`config.mk`:
```
export PLATFORM = sky130hd
export DESIGN_NAME = fdsm_divmod
export DESIGN_NICKNAME = d
export VERILOG_FILES = /design/src/rtl/fdsm_pkg.sv /design/src/rtl/fdsm_accum.sv /design/src/rtl/fdsm_shaper.sv /design/src/rtl/fdsm_divout.sv /design/src/rtl/fdsm_divmod.sv
export SDC_FILE = /design/constraint.sdc
export NUM_CORES = 1
export LEC_CHECK = 0
export ABC_AREA = 1
export CORE_UTILIZATION = 65
export DETAILED_ROUTE_END_ITERATION = 7
export DONT_BUFFER_PORTS = 1
export PLACE_DENSITY = 0.81
export SYNTH_ARGS = -nofsm -noshare
export SYNTH_HDL_FRONTEND = slang
export SYNTH_HIERARCHICAL = 1
export SYNTH_SLANG_ARGS = --single-unit
```
`constraint.sdc`:
```
create_clock -name clk -period 8.35 [get_ports clk]
set_clock_uncertainty 0.05 [all_clocks]
set_input_delay 1.67 -clock clk [delete_from_list [all_inputs] [get_ports clk]]
set_output_delay 1.67 -clock clk [all_outputs]
set_load 0.1 [all_outputs]
```
`src/rtl/fdsm_pkg.sv`:
```
package fdsm_pkg;

  localparam int ACC_W  = 32;
  localparam int INT_W  = 10;
  localparam int OFF_W  = 4;
  localparam int STAGES = 3;

  typedef enum logic [1:0] {
    ORD_OFF = 2'd0,
    ORD_1   = 2'd1,
    ORD_2   = 2'd2,
    ORD_3   = 2'd3
  } ord_e;

  // lowest legal offset for a given order code
  function automatic int ofs_lo(input logic [1:0] ord);
    case (ord)
      2'd2:    return -1;
      2'd3:    return -3;
      default: return 0;
    endcase
  endfunction

  // highest legal offset for a given order code
  function automatic int ofs_hi(input logic [1:0] ord);
    case (ord)
      2'd1:    return 1;
      2'd2:    return 2;
      2'd3:    return 4;
      default: return 0;
    endcase
  endfunction

endpackage

```
`src/rtl/fdsm_accum.sv`:
```
module fdsm_accum #(
  parameter int ACC_W = fdsm_pkg::ACC_W
) (
  input  logic             clk,
  input  logic             rst_n,
  input  logic             clr_i,
  input  logic             adv_i,
  input  logic [1:0]       wsel_i,
  input  logic [ACC_W-1:0] add_i,
  output logic [ACC_W-1:0] acc_o,
  output logic [ACC_W-1:0] nxt_o,
  output logic             carry_o
);
  localparam int STEP_W = ACC_W / 4;

  logic [ACC_W:0]   lim;
  logic [ACC_W:0]   sum;
  logic [ACC_W-1:0] mask;
  logic [ACC_W-1:0] base;
  logic [ACC_W-1:0] add_m;
  logic [ACC_W-1:0] acc_q;

  always_comb begin
    lim = '0;
    lim[STEP_W * (int'(wsel_i) + 1)] = 1'b1;
    mask    = ACC_W'(lim - 1'b1);
    base    = clr_i ? '0 : acc_q;
    add_m   = add_i & mask;
    sum     = {1'b0, base} + {1'b0, add_m};
    nxt_o   = sum[ACC_W-1:0] & mask;
    carry_o = |(sum & lim);
  end

  always_ff @(posedge clk or negedge rst_n) begin
    if (!rst_n)      acc_q <= '0;
    else if (adv_i)  acc_q <= nxt_o;
    else if (clr_i)  acc_q <= '0;
  end

  assign acc_o = acc_q;

  // stored value never exceeds the selected width
  p_acc_masked_r2: assert property (@(posedge clk) disable iff (!rst_n)
    !clr_i |-> ((acc_q & ~mask) == '0));

endmodule

```
`src/rtl/fdsm_shaper.sv`:
```
module fdsm_shaper #(
  parameter int OFF_W  = fdsm_pkg::OFF_W,
  parameter int STAGES = fdsm_pkg::STAGES
) (
  input  logic                    clk,
  input  logic                    rst_n,
  input  logic                    clr_i,
  input  logic                    adv_i,
  input  logic [1:0]              order_i,
  input  logic [STAGES-1:0]       carry_i,
  output logic signed [OFF_W-1:0] off_o
);
  logic [STAGES-1:0] ce;
  logic              c2_d, c3_d, c3_dd;
  logic              h2, h3, h33;

  function automatic logic signed [OFF_W-1:0] ext(input logic b);
    return $signed({{(OFF_W-1){1'b0}}, b});
  endfunction

  for (genvar g = 0; g < STAGES; g++) begin : g_en
    assign ce[g] = carry_i[g] & (int'(order_i) > g);
  end

  always_comb begin
    h2    = clr_i ? 1'b0 : c2_d;
    h3    = clr_i ? 1'b0 : c3_d;
    h33   = clr_i ? 1'b0 : c3_dd;
    off_o = ext(ce[0])
          + ext(ce[1]) - ext(h2)
          + ext(ce[2]) - (ext(h3) <<< 1) + ext(h33);
  end

  always_ff @(posedge clk or negedge rst_n) begin
    if (!rst_n) begin
      c2_d <= 1'b0; c3_d <= 1'b0; c3_dd <= 1'b0;
    end else if (adv_i) begin
      c2_d <= ce[1]; c3_d <= ce[2]; c3_dd <= h3;
    end else if (clr_i) begin
      c2_d <= 1'b0; c3_d <= 1'b0; c3_dd <= 1'b0;
    end
  end

  // offset confined to the span of the selected order
  p_off_span_r5: assert property (@(posedge clk) disable iff (!rst_n)
    adv_i |-> (int'(off_o) >= fdsm_pkg::ofs_lo(order_i) &&
               int'(off_o) <= fdsm_pkg::ofs_hi(order_i)));

endmodule

```
`src/rtl/fdsm_divout.sv`:
```
module fdsm_divout #(
  parameter int INT_W = fdsm_pkg::INT_W,
  parameter int OFF_W = fdsm_pkg::OFF_W
) (
  input  logic                    clk,
  input  logic                    rst_n,
  input  logic                    adv_i,
  input  logic [INT_W-1:0]        int_i,
  input  logic signed [OFF_W-1:0] off_i,
  output logic [INT_W-1:0]        div_o,
  output logic                    vld_o
);
  localparam int SUM_W = INT_W + 2;

  logic signed [SUM_W-1:0] raw;
  logic [INT_W-1:0]        lim_val;
  logic [INT_W-1:0]        div_q;
  logic                    vld_q;

  always_comb begin
    raw     = $signed({2'b00, int_i}) + $signed({{(SUM_W-OFF_W){off_i[OFF_W-1]}}, off_i});
    lim_val = (raw < $signed(SUM_W'(1))) ? INT_W'(1) : raw[INT_W-1:0];
  end

  always_ff @(posedge clk or negedge rst_n) begin
    if (!rst_n) begin
      div_q <= '0;
      vld_q <= 1'b0;
    end else begin
      vld_q <= adv_i;
      if (adv_i) div_q <= lim_val;
    end
  end

  assign div_o = div_q;
  assign vld_o = vld_q;

  // one pulse per sampled strobe, value held in between
  p_vld_pulse_r1: assert property (@(posedge clk) disable iff (!rst_n)
    adv_i |=> vld_o);
  p_vld_quiet_r1: assert property (@(posedge clk) disable iff (!rst_n)
    !adv_i |=> !vld_o);
  p_div_hold_r1: assert property (@(posedge clk) disable iff (!rst_n)
    !adv_i |=> $stable(div_o));
  // delivered value never below one
  p_div_floor_r8: assert property (@(posedge clk) disable iff (!rst_n)
    vld_o |-> div_o >= INT_W'(1));

endmodule

```
`src/rtl/fdsm_divmod.sv`:
```
module fdsm_divmod #(
  parameter int INT_W = fdsm_pkg::INT_W,
  parameter int ACC_W = fdsm_pkg::ACC_W,
  parameter int OFF_W = fdsm_pkg::OFF_W
) (
  input  logic             clk,
  input  logic             rst_n,
  input  logic             upd_i,
  input  logic [INT_W-1:0] int_mult_i,
  input  logic [ACC_W-1:0] frac_k_i,
  input  logic [1:0]       wsel_i,
  input  logic [1:0]       order_i,
  output logic [INT_W-1:0] div_o,
  output logic             div_vld_o
);
  localparam int STAGES = fdsm_pkg::STAGES;

  logic [3:0]                   cfg_q;
  logic                         clr;
  logic [STAGES-1:0]            carry;
  logic [STAGES-1:0]            adv;
  logic [STAGES-1:0][ACC_W-1:0] add, nxt, acc;
  logic signed [OFF_W-1:0]      off;

  assign clr = ({wsel_i, order_i} != cfg_q);

  always_ff @(posedge clk or negedge rst_n) begin
    if (!rst_n) cfg_q <= '0;
    else        cfg_q <= {wsel_i, order_i};
  end

  for (genvar g = 0; g < STAGES; g++) begin : g_stage
    if (g == 0) begin : g_head
      assign add[g] = frac_k_i;
    end else begin : g_tail
      assign add[g] = nxt[g-1];
    end
    assign adv[g] = upd_i & (int'(order_i) > g);

    fdsm_accum #(.ACC_W(ACC_W)) u_acc (
      .clk     (clk),
      .rst_n   (rst_n),
      .clr_i   (clr),
      .adv_i   (adv[g]),
      .wsel_i  (wsel_i),
      .add_i   (add[g]),
      .acc_o   (acc[g]),
      .nxt_o   (nxt[g]),
      .carry_o (carry[g])
    );
  end

  fdsm_shaper #(.OFF_W(OFF_W), .STAGES(STAGES)) u_shape (
    .clk     (clk),
    .rst_n   (rst_n),
    .clr_i   (clr),
    .adv_i   (upd_i),
    .order_i (order_i),
    .carry_i (carry),
    .off_o   (off)
  );

  fdsm_divout #(.INT_W(INT_W), .OFF_W(OFF_W)) u_out (
    .clk   (clk),
    .rst_n (rst_n),
    .adv_i (upd_i),
    .int_i (int_mult_i),
    .off_i (off),
    .div_o (div_o),
    .vld_o (div_vld_o)
  );

  // a configuration change with no update leaves every accumulator empty
  p_clr_empty_r7: assert property (@(posedge clk) disable iff (!rst_n)
    (clr && !upd_i) |=> (acc == '0));
  // shaping off passes the integer straight through
  p_bypass_r3: assert property (@(posedge clk) disable iff (!rst_n)
    (upd_i && order_i == 2'd0 && int_mult_i != '0) |=> (div_o == $past(int_mult_i)));

endmodule

```
==> results.py, run 1 <==
metrics = {
    "floorplan": {
        "row_count": 54,
        "dieWidth_um": 152.2,
        "start_util": 0.6682,
        "die_y_um": 152.2,
        "io_pins": 60,
    },
    "yosys": {
        "syn_area_um2": 14670,
        "synthCells": 2691,
        "synth_fp_nets": 2859,
        "syn-mean-instance-area_um2": 5.453,
        "ys_warn_count": 6,
    },
    "placement": {
        "io_buffers": 0,
        "post-dp-hpwl_um": 33980,
        "place.gp.congestion": 0.9531,
    },
    "cts": {
        "cts_sinks": 114,
        "clockBufferDepth": 2,
        "cts_root_buf": "clkbuf_16",
        "cts-htree-levels": 4,
        "hold_buffers": 0,
        "tritoncts.num_buffers": 17,
    },
    "outcome": {
        "status": "aborted with a tool error",
        "error": "[ERROR GRT-0232] Routing congestion too high. Check the congestion heatmap in the GUI.",
        "haltStage": "global routing",
    },
    "global_routing": {
        "grt_use_total": 0.7466,
        "grt_max_degree": 115,
        "grt-ovfl-total": 54,
    },
    "timing": {
        "worst-ep-kind": "sequential cell input",
        "worst_endpoint": "u_out/div_o[8]$_DFFE_PN0P_/D",
    },
}
==> repair_timing <==
action | CTS
gates cloned | 1
gates resized for setup | 86
pin swaps | 35
buffers inserted | 25
endpoints found under the setup margin | 10
==> per-layer routing <==
layer  GRT usage  GRT overflow
met1      0.7473             1
met2      0.9465            32
met3      0.5748             0
met4      0.7381            21
met5      0.1408             0
==> through the flow <==
step / instance area, µm² / setup slack [ns] / util / std cells / TNS [ns]
floorplan: 14690 / 0.02882 / - / 2691 / 0
global placement: 17060 / -0.7588 / 0.7768 / 3211 / -7.323
detailed placement: 17060 / -1.002 / 0.7768 / 3211 / -9.822
CTS: 18250 / -0.05439 / 0.8312 / 3269 / -0.4021
==> inputs of run 2 (changes only) <==
CORE_UTILIZATION = 40   (was 65)
PLACE_DENSITY = unset   (was 0.81)
PLACE_DENSITY_LB_ADDON = 0.15   (was unset)
==> run 2 against run 1 <==
The flow now finishes, with violations (design-rule violations, negative setup slack). Area after synthesis did not move. Synthesized cell count did not move.
==> results.py, run 2 <==
metrics = {
    "worst_setup_path": {
        "arrival_ns": 8.89,
        "critPathLaunch": "order_i[0]",
        "slowest_stage": "fa_2",
        "cpPeakStageDelay_ns": 0.42,
        "rr_startpoint": "cfg_q[0]",
        "critical_path_class": "in2reg",
        "cp_max_fo": 7,
        "cp.required_ns": 8.63,
        "worst_setup_path_start_kind": "primary input",
        "worstSetupEndpointType": "flop",
        "regToRegSetupSlack_ns": 0.55,
        "critPathMostFrequentCell": "nand2_1",
    },
    "outcome": {
        "status": "finished, violations left",
        "violations": "design-rule violations, negative setup slack",
    },
    "placement": {
        "dp.cells": 3404,
        "post-dp-hpwl_um": 35340,
        "dpl_cell_area_um2": 17390,
        "place_ws_ns": -1.046,
        "place.gp.congestion": 0.9439,
        "io_buffers": 0,
    },
    "yosys": {
        "ys_warn_count": 6,
        "syn-mean-instance-area_um2": 5.453,
        "synth_fp_nets": 2859,
        "syn_area_um2": 14670,
        "synthCells": 2691,
    },
    "route": {
        "dr.pass1.iters": 8,
        "drc_errors": 3,
        "drt_wl_total_um": 50220,
        "wire_per_inst_um": 14.13,
        "drtIter0Drc": 1067,
        "ant_nets": 0,
        "vias": 16810,
        "avgViaCountPerCell": 4.729,
    },
    "cts": {
        "tritoncts.num_buffers": 17,
        "cts_tree": "done",
        "clockBufferDepth": 2,
        "cts_root_buf": "clkbuf_16",
        "clk_latency_ns": 0.44,
        "cts-htree-levels": 4,
        "cts_sinks": 114,
        "path_clk_slew_ns": 0.06,
    },
    "power_and_ir_drop": {
        "p_leak_nw": 11.88,
        "power_density_nw_per_um2": 88.22,
        "total_power_mw": 1.857,
        "vdd_drop_max_uv": 146.2,
    },
    "global_routing": {
        "grt_pass1_vias": 15940,
        "grt_max_degree": 115,
        "grt-ovfl-total": 0,
        "grt_pass1_wl_um": 78850,
        "antenna_found_initial": 0,
        "grt_use_total": 0.2619,
    },
    "floorplan": {
        "die_y_um": 193.5,
        "start_util": 0.4095,
        "coreArea_um2": 35830,
        "row_count": 69,
        "dieWidth_um": 193.5,
        "die_area_um2": 37450,
        "io_pins": 60,
    },
    "final_layout": {
        "final_util": 0.5875,
        "largest_reg_flops": 96,
        "multi_input_area_um2": 11170,
        "antenna_cells": 0,
        "nNetsFinal": 3248,
        "final-seq-area_um2": 2853,
        "nFillCells": 3421,
        "stdcell_count": 3554,
        "drive_gt1_frac": 0.3033,
        "fin_area_um2": 21050,
        "layout_commonest_cell": "nand2_1",
        "area_growth_pct": 43.46,
        "final_cell_mix": "nand2_1 (889), inv_1 (575), buf_4 (411), nor2_1 (244), nand2_2 (155)",
    },
    "timing": {
        "hold-worst-slack_ns": 0.4705,
        "rsz0062_at_grt": "true",
        "fmax_mhz": 116.2,
        "setup_viol": 10,
        "post-route-period-util": 1.031,
        "slew-limit-headroom": 0.2657,
        "layout_min_cycle_time_ns": 8.608,
        "layout_setup_ws_ns": -0.2578,
        "hold_viol": 0,
        "tightestPinTransition_ns": 1.097,
        "drv_slew": 0,
        "setup_tns_ns": -2.088,
    },
    "min_path": {
        "worstHoldStart": "u_shape/c3_dd",
        "hold_path.class": "reg2reg",
    },
    "run": {
        "cap_violations": 0,
    },
}
==> run 2: worst max-delay path: cells and delay by family <==
| kind | cells | cell delay [ns] |
|---|---|---|
| AO/OA/AOI/OAI | 2 | 0.27 |
| AND/OR/NAND/NOR | 41 | 4.02 |
| adder cells (fa/ha/maj) | 6 | 1.63 |
| buffers and inverters | 12 | 1.25 |
==> run 2: area by class of cell <==
class	instances	share of cell area
clock buffer	18	0.02086
sequential	114	0.1355
tap	461	0.02740
clock inverter	14	0.008440
inverter	620	0.1112
multi-input combinational	1890	0.5304
timing repair buffer	437	0.1661
==> run 2: what timing repair did <==
action / CTS / global route
setup endpoints to repair: 10 / 11
hold buffers: 0 / 0
pin swaps: 49 / 172
gates resized for setup: 178 / 293
gates cloned: 4 / 0
buffers inserted: 84 / 41
==> run 2: worst paths after layout <==
check	endpoint	cells past startpoint
max reg2reg	u_out/div_o[2]	62
max	u_out/div_o[2]	61
min	u_shape/c3_dd	2
max in group asynchronous	g_stage[2].u_acc/acc_o[28]	0
min reg2reg	u_shape/c3_dd	2
min in group asynchronous	g_stage[0].u_acc/acc_o[5]	0
==> run 2: power by group <==
group,internal [mW],switching [mW],leakage [nW]
clock,0.481,0.312,0.302
sequential,0.573,0.0586,1.54
combinational,0.188,0.244,10.0
total,1.24,0.615,11.9
==> run 2: per-layer routing <==
metal	vias up	GRT usage	wire length [µm]
met5	-	0	0
met4	0	0.08148	1191
met3	76	0.02319	1889
met2	396	0.4573	24200
met1	7603	0.3404	22940
li1	8733	-	-
Power figures use the tool's default switching activity.
==> inputs of run 3 (changes only) <==
CTS_CLUSTER_SIZE = 24   (was unset)
HOLD_SLACK_MARGIN = 0.1   (was unset)
TNS_END_PERCENT = 1   (was unset)
==> run 3 against run 2 <==
The run still ends with design-rule violations, negative setup slack left. Clock power about the same. Utilization shrank 1.7 points. Hold slack lost 0.00058 ns. Power fell by 0.17%. Flip-flop and latch count did not move. First-iteration DRC count down 6.4%. Clock-buffer cell count unchanged. Largest cell class unchanged.
==> results.py, run 3 (synthesized netlist as in run 2, its figures left out) <==
metrics = {
    "power_and_ir_drop": {
        "swShare": 0.3317,
        "p_switching_mw": 0.6149,
        "total_power_mw": 1.854,
        "power_density_nw_per_um2": 90.67,
        "p_leak_nw": 11.47,
        "vdd_drop_max_uv": 149.8,
        "comb_power_share": 0.231,
        "seq_power_share": 0.341,
        "clock_power_share": 0.429,
        "internal_power_mw": 1.239,
    },
    "global_routing": {
        "grt_pass1_wl_um": 75600,
        "grt_max_degree": 115,
        "grt-ovfl-total": 0,
        "antenna_found_initial": 0,
        "grt_pass1_vias": 15400,
        "grt_use_total": 0.2510,
    },
    "placement": {
        "io_buffers": 0,
        "post-dp-hpwl_um": 35340,
        "place_ws_ns": -1.046,
        "place.gp.congestion": 0.9439,
    },
    "worst_setup_path": {
        "arrival_ns": 8.65,
        "worstSetupEndpointType": "flop",
        "cpPeakStageDelay_ns": 0.40,
        "cp_max_fo": 18,
        "cp.required_ns": 8.63,
        "slowest_stage": "fa_2",
        "worst_setup_path_start_kind": "primary input",
        "critPathMostFrequentCell": "nand2_2",
        "critical_path_class": "in2reg",
    },
    "final_layout": {
        "final-seq-area_um2": 2853,
        "antenna_cells": 0,
        "drive_gt1_frac": 0.2853,
        "nFillCells": 3523,
        "final_cell_mix": "nand2_1 (894), inv_1 (584), buf_4 (359), nor2_1 (239), nand2_2 (155)",
        "multi_input_area_um2": 11110,
        "nNetsFinal": 3183,
        "largest_reg_flops": 96,
        "area_growth_pct": 39.36,
        "layout_commonest_cell": "nand2_1",
    },
    "timing": {
        "fmax_mhz": 119.5,
        "setup_viol": 1,
        "rsz0062_at_grt": "true",
        "drv_slew": 0,
        "post-route-period-util": 1.002,
        "tightestPinTransition_ns": 1.100,
        "setup_tns_ns": -0.01546,
        "layout_min_cycle_time_ns": 8.365,
        "slew-limit-headroom": 0.2639,
        "layout_setup_ws_ns": -0.01546,
        "hold-worst-slack_ns": 0.4699,
        "hold_viol": 0,
    },
    "cts": {
        "cts_tree": "done",
        "clockBufferDepth": 2,
        "path_clk_slew_ns": 0.06,
        "clk_latency_ns": 0.45,
        "cts_sinks": 114,
        "cts_root_buf": "clkbuf_16",
        "cts-htree-levels": 4,
        "tritoncts.num_buffers": 17,
        "hold_buffers": 0,
    },
    "outcome": {
        "status": "finished, violations left",
        "violations": "design-rule violations, negative setup slack",
    },
    "floorplan": {
        "die_y_um": 193.5,
        "dieWidth_um": 193.5,
        "coreArea_um2": 35830,
        "start_util": 0.4095,
        "die_area_um2": 37450,
        "row_count": 69,
        "io_pins": 60,
    },
    "route": {
        "drc_errors": 3,
        "avgViaCountPerCell": 4.672,
        "wire_per_inst_um": 13.80,
        "dr.pass1.iters": 7,
        "ant_nets": 0,
        "drt_wl_total_um": 48140,
        "vias": 16300,
        "drtIter0Drc": 999,
    },
    "min_path": {
        "hold_path.class": "reg2reg",
    },
    "run": {
        "cap_violations": 0,
    },
}
==> run 3: cell types whose count changed in the layout (fill, tap and decap cells not counted), sizes merged <==
cell    change
clkbuf      +1
buf        -66
==> run 3: final timing paths <==
path	start	to	slack [ns]	depth (start not counted)
worst min-delay path	u_shape/c3_dd	u_shape/c3_dd	0.47	2
min in group asynchronous	rst_n	g_stage[0].u_acc/acc_o[5]	0.87	0
worst max-delay path	wsel_i[0]	u_out/div_o[2]	-0.02	64
worst min register to register	u_shape/c3_dd	u_shape/c3_dd	0.47	2
worst max register to register	cfg_q[3]	u_out/div_o[2]	0.78	64
max in group asynchronous	rst_n	g_stage[2].u_acc/acc_o[10]	7.20	0
==> run 3: power by group through the flow <==
stage	clock (mW)	combinational, mW	sequential, mW
6_report	0.795	0.428	0.632
5_1_grt	0.834	0.470	0.634
4_1_cts	0.814	0.370	0.632
3_5_place_dp	0	0.343	0.641
3_3_place_gp	0	0.340	0.641
2_1_floorplan	0	0.214	0.639
==> run 3: layout make-up <==
class                           count  share of cell area
Timing Repair Buffer              372              0.1442
Sequential cell                   114              0.1395
Tap cell                          461             0.02821
Clock buffer                       18             0.02148
Clock inverter                     14            0.008689
Inverter                          620              0.1145
Multi-Input combinational cell   1890              0.5435
==> run 3: worst max-delay path: cells and delay by family <==
kind,cells,cell delay (ns)
AO/OA/AOI/OAI,2,0.31
AND/OR/NAND/NOR,44,3.87
adder cells (fa/ha/maj),6,1.81
buffers and inverters,12,0.97
==> run 3: metal layers <==
metal | up-vias | GRT usage | share of wire
li1 | 8603 | - | -
met1 | 7358 | 0.3299 | 0.46
met2 | 288 | 0.4366 | 0.48
met3 | 53 | 0.02354 | 0.032
met4 | 0 | 0.06904 | 0.020
met5 | - | 0 | 0
==> run 3: timing repair <==
action	4_1_cts	5_1_grt
hold endpoints to repair	0	0
setup endpoints to repair	10	10
pin swaps	41	179
cloned	2	2
setup buffers	18	32
gates resized for setup	121	319
==> run 3: metrics by stage <==
stage | utilization | instances | cell area, µm²
3_5_place_dp | 0.4852 | 3404 | 17390
6_report | 0.5707 | 3489 | 20450
5_1_grt | 0.5707 | 3489 | 20450
3_3_place_gp | 0.4852 | 3404 | 17390
4_1_cts | 0.5244 | 3456 | 18790
2_1_floorplan | - | 2691 | 14690
